`config.mk`:
```
export PLATFORM = sky130hd
export DESIGN_NAME = dbg_wr_engine
export DESIGN_NICKNAME = d
export VERILOG_FILES = /design/src/rtl/dbgw_pkg.sv /design/src/rtl/dbgw_size_dec.sv /design/src/rtl/dbgw_fsm.sv /design/src/rtl/dbg_wr_engine.sv
export SDC_FILE = /design/constraint.sdc
export NUM_CORES = 1
export LEC_CHECK = 0
export BUFFER_PORTS_ARGS = -buffer_cell sky130_fd_sc_hd__buf_2
export CORE_MARGIN = 2
export CORE_UTILIZATION = 30
export DETAILED_ROUTE_END_ITERATION = 16
export MAX_ROUTING_LAYER = met4
export PLACE_DENSITY = 0.56
export SYNTH_ARGS = -nofsm -noshare
export SYNTH_HDL_FRONTEND = slang
export SYNTH_SLANG_ARGS = --single-unit
```
`constraint.sdc`:
```
create_clock -name clk -period 2.8 [get_ports clk]
set_clock_uncertainty 0.1 [all_clocks]
set_input_delay 0.14 -clock clk [delete_from_list [all_inputs] [get_ports clk]]
set_output_delay 0.14 -clock clk [all_outputs]
set_load 0.01 [all_outputs]
```
`src/rtl/dbgw_pkg.sv`:
```
package dbgw_pkg;

    localparam int REG_W = 32;
    localparam int CNT_W = 16;
    localparam int IDX_W = 4;

    localparam logic [IDX_W-1:0] IDX_CTL = 4'h7;
    localparam logic [IDX_W-1:0] IDX_ADR = 4'h9;
    localparam logic [IDX_W-1:0] IDX_DAT = 4'hA;

    localparam logic [2:0] SZ_BYTE = 3'b000;
    localparam logic [2:0] SZ_HALF = 3'b001;
    localparam logic [2:0] SZ_WORD = 3'b010;

    typedef enum logic [1:0] {
        ST_IDLE = 2'd0,
        ST_REQ  = 2'd1,
        ST_XFER = 2'd2
    } eng_state_e;

    typedef struct packed {
        logic             start;
        logic [2:0]       map;
        logic [1:0]       prio;
        logic             wr;
        logic [2:0]       size;
        logic [CNT_W-1:0] cnt;
        logic [3:0]       rsvd;
        logic             err;
        logic             dv;
    } ctl_word_t;

endpackage

```
`src/rtl/dbgw_size_dec.sv`:
```
module dbgw_size_dec
    import dbgw_pkg::*;
(
    input  logic [2:0] size,
    input  logic [1:0] addr_lo,
    output logic       cfg_ok,
    output logic [2:0] step
);
    logic legal;
    logic aligned;

    always_comb begin
        legal   = 1'b1;
        aligned = 1'b1;
        step    = 3'd0;
        unique case (size)
            SZ_BYTE: step = 3'd1;
            SZ_HALF: begin
                step    = 3'd2;
                aligned = ~addr_lo[0];
            end
            SZ_WORD: begin
                step    = 3'd4;
                aligned = (addr_lo == 2'b00);
            end
            default: legal = 1'b0;
        endcase
        cfg_ok = legal & aligned;
    end
endmodule

```
`src/rtl/dbgw_fsm.sv`:
```
module dbgw_fsm
    import dbgw_pkg::*;
(
    input  logic       clk,
    input  logic       rst_n,
    input  logic       launch,
    input  logic       cfg_ok,
    input  logic       bus_gnt,
    input  logic       bus_ack,
    input  logic       bus_err,
    output eng_state_e state,
    output logic       bus_req,
    output logic       done_ok,
    output logic       done_err,
    output logic       chk_fail
);
    eng_state_e nxt;

    always_ff @(posedge clk or negedge rst_n) begin
        if (!rst_n) state <= ST_IDLE;
        else        state <= nxt;
    end

    always_comb begin
        nxt = state;
        unique case (state)
            ST_IDLE: if (launch && cfg_ok)      nxt = ST_REQ;
            ST_REQ:  if (bus_gnt)               nxt = ST_XFER;
            ST_XFER: if (bus_ack || bus_err)    nxt = ST_IDLE;
            default:                            nxt = ST_IDLE;
        endcase
    end

    always_comb begin
        bus_req  = (state != ST_IDLE);
        done_ok  = (state == ST_XFER) && bus_ack && !bus_err;
        done_err = (state == ST_XFER) && bus_err;
        chk_fail = (state == ST_IDLE) && launch && !cfg_ok;
    end
endmodule

```
`src/rtl/dbg_wr_engine.sv`:
```
module dbg_wr_engine
    import dbgw_pkg::*;
#(
    parameter int ADDR_W = 32
) (
    input  logic              clk,
    input  logic              rst_n,
    input  logic              reg_wr_en,
    input  logic [IDX_W-1:0]  reg_idx,
    input  logic [REG_W-1:0]  reg_wdata,
    output logic [REG_W-1:0]  reg_rdata,
    output logic              bus_req,
    input  logic              bus_gnt,
    output logic [ADDR_W-1:0] bus_addr,
    output logic [REG_W-1:0]  bus_wdata,
    output logic [1:0]        bus_size,
    input  logic              bus_ack,
    input  logic              bus_err
);
    localparam logic [CNT_W-1:0] CNT_ONE = CNT_W'(1);
    localparam logic [CNT_W-1:0] CNT_TWO = CNT_W'(2);

    ctl_word_t         ctl_q;
    ctl_word_t         wr_ctl;
    logic [ADDR_W-1:0] addr_q;
    logic [REG_W-1:0]  data_q;
    logic              dv_q;
    logic              err_q;

    eng_state_e        state;
    logic              wr_ok;
    logic              armed;
    logic              launch;
    logic              cfg_ok;
    logic [2:0]        step;
    logic              done_ok;
    logic              done_err;
    logic              chk_fail;

    assign wr_ok  = reg_wr_en && (state == ST_IDLE);
    assign armed  = ctl_q.start && ctl_q.wr && !err_q;
    assign launch = wr_ok && (reg_idx == IDX_DAT) && armed;

    always_comb begin
        wr_ctl      = ctl_word_t'(reg_wdata);
        wr_ctl.rsvd = '0;
        wr_ctl.err  = 1'b0;
        wr_ctl.dv   = 1'b0;
    end

    dbgw_size_dec u_dec (
        .size    (ctl_q.size),
        .addr_lo (addr_q[1:0]),
        .cfg_ok  (cfg_ok),
        .step    (step)
    );

    dbgw_fsm u_fsm (
        .clk      (clk),
        .rst_n    (rst_n),
        .launch   (launch),
        .cfg_ok   (cfg_ok),
        .bus_gnt  (bus_gnt),
        .bus_ack  (bus_ack),
        .bus_err  (bus_err),
        .state    (state),
        .bus_req  (bus_req),
        .done_ok  (done_ok),
        .done_err (done_err),
        .chk_fail (chk_fail)
    );

    always_ff @(posedge clk or negedge rst_n) begin
        if (!rst_n) begin
            ctl_q  <= '0;
            addr_q <= '0;
            data_q <= '0;
            dv_q   <= 1'b0;
            err_q  <= 1'b0;
        end else begin
            if (wr_ok && reg_idx == IDX_CTL) begin
                ctl_q <= wr_ctl;
                dv_q  <= 1'b0;
                err_q <= 1'b0;
            end
            if (wr_ok && reg_idx == IDX_ADR) addr_q <= reg_wdata[ADDR_W-1:0];
            if (wr_ok && reg_idx == IDX_DAT) begin
                data_q <= reg_wdata;
                if (armed) dv_q <= 1'b1;
            end
            if (chk_fail || done_err) err_q <= 1'b1;
            if (done_ok) begin
                dv_q <= 1'b0;
                if (ctl_q.cnt >= CNT_TWO) begin
                    addr_q    <= addr_q + ADDR_W'(step);
                    ctl_q.cnt <= ctl_q.cnt - CNT_ONE;
                end else begin
                    ctl_q.cnt   <= '0;
                    ctl_q.start <= 1'b0;
                end
            end
        end
    end

    always_comb begin
        reg_rdata = '0;
        unique case (reg_idx)
            IDX_CTL: begin
                reg_rdata    = REG_W'(ctl_q);
                reg_rdata[1] = err_q;
                reg_rdata[0] = dv_q;
            end
            IDX_ADR: reg_rdata = REG_W'(addr_q);
            IDX_DAT: reg_rdata = data_q;
            default: reg_rdata = '0;
        endcase
    end

    assign bus_addr  = addr_q;
    assign bus_wdata = data_q;
    assign bus_size  = ctl_q.size[1:0];
endmodule

```
; ---- After elaboration in Yosys (flattened, before gate mapping)
; Cells that the tools add are included.
[classes]
mux = 22
bitwise_logic = 2
order_cmp = 1
addsub = 2
eq_ne = 10
n_reduce_logical = 26
[ops]
columns = cell, n
row1 = 2-to-1 mux 32 bit, 4
row2 = case mux 32 bit (3 select lines), 1
row3 = adder 32 x 3 -> 32 bit, 1
row4 = 2-to-1 mux 16 bit, 2
row5 = "greater-or-equal comparator 16 x 2 -> 1 bit, second input constant", 1
row6 = "subtractor 16 x 1 -> 16 bit, second input constant", 1
row7 = logical AND 1 bit, 13
row8 = 2-to-1 mux 1 bit, 9
row9 = case mux 3 bit (3 select lines), 1
row10 = "== test 4 bit, second input constant", 2
row11 = 2-to-1 mux 2 bit, 3
row12 = case mux 2 bit (3 select lines), 1
row13 = nonzero test 2 bit, 3
row14 = "== test 4 x 3 -> 1 bit, second input constant", 1
row15 = zero test 2 bit, 2
row16 = "inequality test 2 x 1 -> 1 bit, second input constant", 2
row17 = "== test 3 x 1 -> 1 bit, second input constant", 1
row18 = "== test 3 x 2 -> 1 bit, second input constant", 1
row19 = zero test 1 bit, 3
row20 = zero test 3 bit, 1
row21 = AND reduction 3 bit, 1
row22 = OR reduction 3 bit, 1
row23 = "== test 2 x 1 -> 1 bit, second input constant", 1
row24 = "== test 2 bit, second input constant", 1
row25 = other kinds (5), 6
[totals]
inputBits = 42
regBits = 94
out_inout_bits = 99
elab_cells = 74

; ---- Depth between registers and ports, before layout
[logic_depth]
word_depth = 8
ltp_mapped = 8
ltp_nobuf = 8

; ---- Modules after synthesis
; Synthesis repeated with hierarchy kept, for this count alone.
[unflattened]
cells_unflattened = 554
area_unflattened_um2 = 5566.6
[by_module_without_submodules]
columns = module, area_per_inst_um2, seq_area_each_um2, cells_each, n_inst
row1 = dbg_wr_engine, 5398.9, 2302.2, 537, 1
row2 = dbgw_fsm, 122.6, 50.0, 12, 1
row3 = dbgw_size_dec, 45.0, 0.0, 5, 1

; ---- Worst setup path before layout
; Ideal clock, no wire load.
[synth_path]
kind = reg-to-reg
start = register ctl_q[6] (netlist name)
end = register ctl_q[14] (netlist name)
setup_slack_ns = 0.269
period_less_slack_ns = 2.531
required_ns = 2.574
arrival_time_ns = 2.305
stages_incl_launch_ff = 8
n_path_buf = 1
path_cell_list = dfrtp_1 > inv_1 > ha_1 > or4_1 > o41ai_4 > buf_2 > o21ai_1 > a221o_1
[synth_between]
elab_chain_cells = 3
[synth_lines]
columns = item, line_no
row1 = "start, declared", dbg_wr_engine.sv:23  ; ctl_word_t ctl_q;
row2 = "start signal, assigned", dbg_wr_engine.sv:82  ; ctl_q <= wr_ctl;
row3 = subtractor 16 x 1 -> 16 bit or greater-or-equal comparator 16 x 2 -> 1 bit (tied branches), "dbg_wr_engine.sv:96, dbg_wr_engine.sv:94"
row4 = 2-to-1 mux 16 bit (*), dbg_wr_engine.sv:94  ; if (ctl_q.cnt >= CNT_TWO) begin
row5 = 2-to-1 mux 16 bit (*), dbg_wr_engine.sv:92  ; if (done_ok) begin
; Mark *: on every way between the ends. The rest lies on a longest branch, timed or not.
; A chain may end at the register's enable or synchronous reset.

; ---- Final worst setup path
[layout_path]
start = register ctl_q[6] (netlist name)
end = register addr_q[28] (netlist: bus_addr[28])
[layout_between]
elab_chain_cells = 3
[layout_lines]
columns = item, line_no
row1 = greater-or-equal comparator 16 x 2 -> 1 bit, dbg_wr_engine.sv:94
row2 = 2-to-1 mux 32 bit, dbg_wr_engine.sv:94
row3 = 2-to-1 mux 32 bit, dbg_wr_engine.sv:92
row4 = "end signal, assigned", dbg_wr_engine.sv:86  ; if (wr_ok && reg_idx == IDX_ADR) addr_q <= reg_wdata[ADDR_W-1:0];
row5 = "end signal, assigned", dbg_wr_engine.sv:95  ; addr_q <= addr_q + ADDR_W'(step);
row6 = "end, declared", dbg_wr_engine.sv:25  ; logic [ADDR_W-1:0] addr_q;
; No other way between the ends.

==> qor.csv <==
stage;metric;value;unit
floorplan;start_util;30.5;%
flow_run;maxCapViolations;0;
grt;track_usage;20.8;%
grt;gr-total-overflow;0;
clock_network;clk_pin_slew_worst_paths;70;ps
clock_network;cts_made_buffers;9;
detailed_routing;routedWlPerCell;19.2;um
yosys;syn_area_per_cell;9.32;um^2
yosys;synth_fp_nets;610;
worst_setup_path;r2r_start;ctl_q[6];
min_path;hold_path_depth;3;
clock_network;clkSinkCount;94;
grt;grt_antenna_before_repair;0;
worst_setup_path;startpoint_type;register;
yosys;synth_area;0.00524;mm^2
timing;max_freq;382;MHz
floorplan;die_w;136;um
layout;layout.nets;786;
yosys;ys_ff_latch;94;
yosys;ys.flop_type;dfrtp_1;
timing;fin_crit_sh;93.4;%
clock_network;cts_tree;done;
yosys;synth.distinct_cells;58;
detailed_routing;via_per_inst;5.58;
detailed_routing;drtAntennaViolNets;0;
floorplan;coreArea;0.0172;mm^2
layout;fillCellCount;1739;
yosys;async_reset_ff_share;100;%
placed_design;gp_congestion;0.860;
min_path;hold_class;in2reg;
worst_setup_path;crit_family;simple AND/OR/NAND/NOR gates;
grt;grt_max_degree;51;
layout;syn_to_final_growth;33.2;%
layout;diodes;0;
worst_setup_path;cp.arrival;2760;ps
min_path;hp-start;reg_wdata[19];
layout;multiInputGateArea;0.00262;mm^2
timing;tightest_slew;686;ps
yosys;synth_edf_count;0;
worst_setup_path;path_buf_inv;3;
floorplan;fp-row-count;48;
timing;setup_viol;0;
detailed_routing;vias;5403;
floorplan;die-area;0.0185;mm^2
worst_setup_path;cp_num_cells;9;
min_path;whs_endpoint;bus_addr[19];
pwr;p_per_area;659;mW/mm^2
clock_network;clk_latency;360;ps
timing;drv_slew;0;
yosys;synth_warnings;0;
timing;rsz0062_at_grt;no;
layout;final_cell_mix;buf_2, dfrtp_1, nand2_1;
yosys;yosysSeqAreaShare;44.9;%
worst_setup_path;crit_chain;inv_1, ha_1, or4_1, o41ai_4, buf_12, nor4_1, buf_4, a211oi_1, nor2_1;
worst_setup_path;cp_max_fo;23;
worst_setup_path;slowest_delay;560;ps
yosys;synthCells;562;
grt;grt_pass1_vias;5106;
detailed_routing;drt_iter0_markers;528;
detailed_routing;wirelength;18600;um
layout;ff_latch_area;0.00235;mm^2
worst_setup_path;worstRegToRegCells;9;
worst_setup_path;endpoint_kind;register;
timing;maxSlewHeadroom;54.3;%
outcome;status;finished, final reports clean;
pwr;ir_drop;0.318;mV
worst_setup_path;criticalPathCategory;reg2reg;
layout;layout_commonest_cell;buf_2;
timing;finalSetupTns;0;ps
placed_design;io_buffers;140;
timing;fin_crit;2620;ps
floorplan;die_h;136;um
worst_setup_path;r2r_slack;180;ps
layout;drive_gt1_share;30.6;%
clock_network;cts_root_buf;clkbuf_16;
detailed_routing;dr.pass1.iters;9;
worst_setup_path;reg2reg_to;bus_addr[28];
worst_setup_path;cp.required;2950;ps
floorplan;io_pins;141;
grt;grt_pass1_wl;28800;um
clock_network;cts_buffer_depth;2;
timing;timing.hold.ws;10.2;ps
clock_network;h-tree-depth;3;
timing;finalHoldViolations;0;
worst_setup_path;slowest_stage;or4_1;
detailed_routing;drc;0;
placed_design;hpwl;13500;um
pwr;p_leak;3.39;nW
## worst min-delay path, stage by stage
cell and delay [ps]:
buf_2 140, nor2_1 110, nor3_1 50
## per-stage QoR
step           util (%)  cell area (um^2)  setup WS (ps)  total power [W]  std cells
6_report           40.6              6980            184          0.00460        968
5_1_grt            40.6              6980           24.0          0.00486        968
4_1_cts            40.6              6970           91.1          0.00462        967
3_5_place_dp       36.9              6340            182          0.00333        918
3_3_place_gp       36.9              6340            198          0.00330        918
2_1_floorplan         -              5240            269          0.00271        562
## layout make-up
type,instances,area share [%]
clock buffers,9,3.23
multi-input cells,392,37.6
well taps,225,4.03
flip-flops and latches,94,33.7
clock inverters,7,1.00
repair buffers,203,18.4
inverters,38,2.04
## where the power goes
part	leakage [nW]	total, W	internal (W)	switching [W]
Combinational	2.11	0.00125	0.000591	0.000661
Sequential	1.14	0.00211	0.00167	0.000440
Clock	0.141	0.00124	0.000625	0.000613
## synthesized netlist by cell type (3+ instances only)
library cell | count | area share, %
a21o_1 | 3 | 0.43
o21a_1 | 5 | 0.72
a31oi_1 | 5 | 0.60
a211oi_1 | 18 | 2.6
nand3_1 | 16 | 1.5
o21ai_0 | 19 | 1.8
a222oi_1 | 28 | 5.3
or3_1 | 4 | 0.48
a221o_1 | 3 | 0.57
buf_2 | 4 | 0.38
o211ai_1 | 3 | 0.43
nor2_1 | 48 | 3.4
a21oi_1 | 25 | 2.4
a22o_1 | 4 | 0.67
clkbuf_1 | 32 | 2.3
and3_1 | 8 | 0.96
nor4_1 | 5 | 0.60
nor3b_1 | 4 | 0.57
nor3_1 | 16 | 1.5
nand4_1 | 9 | 1.1
nand2_1 | 66 | 4.7
o21ai_1 | 3 | 0.29
mux2_2 | 32 | 6.9
or4_1 | 5 | 0.72
o22ai_1 | 6 | 0.72
dfrtp_1 | 94 | 45
ha_1 | 5 | 1.2
and2_1 | 6 | 0.72
a311oi_1 | 8 | 1.3
and4_1 | 4 | 0.67
inv_1 | 38 | 2.7
## registers in the layout (all words and copies together), names as in the netlist
register and cells:
bus_addr 32, bus_size 2, bus_wdata 32, ctl_q 24
dv_q 1, err_q 1, u_fsm.state 2
## cells by family (layout without fill, tap and decap cells)
family / after synthesis / count (layout) / share of synthesized area [%]
xor gates and xnor gates: 2 / 2 / 0.334
and+or+nand+nor: 200 / 200 / 18.6
AOI/OAI and AO/OA: 151 / 151 / 21.9
DFF: 94 / 94 / 44.9
adders and majority gates: 6 / 6 / 1.58
buffers and inverters: 76 / 257 / 5.68
muxes: 33 / 33 / 7.07
## worst max path at each step
| stage | start | to |
|---|---|---|
| after floorplan | ctl_q[6] | ctl_q[14] |
| after global placement | bus_size[1] | bus_addr[30] |
| after detailed placement | bus_size[0] | bus_addr[22] |
| after CTS | bus_size[0] | bus_addr[16] |
| after global routing | ctl_q[6] | ctl_q[18] |
| final | ctl_q[6] | bus_addr[28] |
## repair_timing
action                                 4_1_cts  5_1_grt
setup buffers                                0        1
hold buffers                                33        0
endpoints found under the hold margin      117        0
resized for setup                            0        1
setup endpoints to repair                    0        4
## metal layers
metal,GRT usage (%),share of wire [%],routed length [um],up-vias
li1,-,-,-,2475
met1,26.8,44,8170,2684
met2,33.4,48,9010,206
met3,2.80,5.0,935,38
met4,7.75,2.7,507,0
met5,-,0,0,-
(Power assumes the default switching activity.)
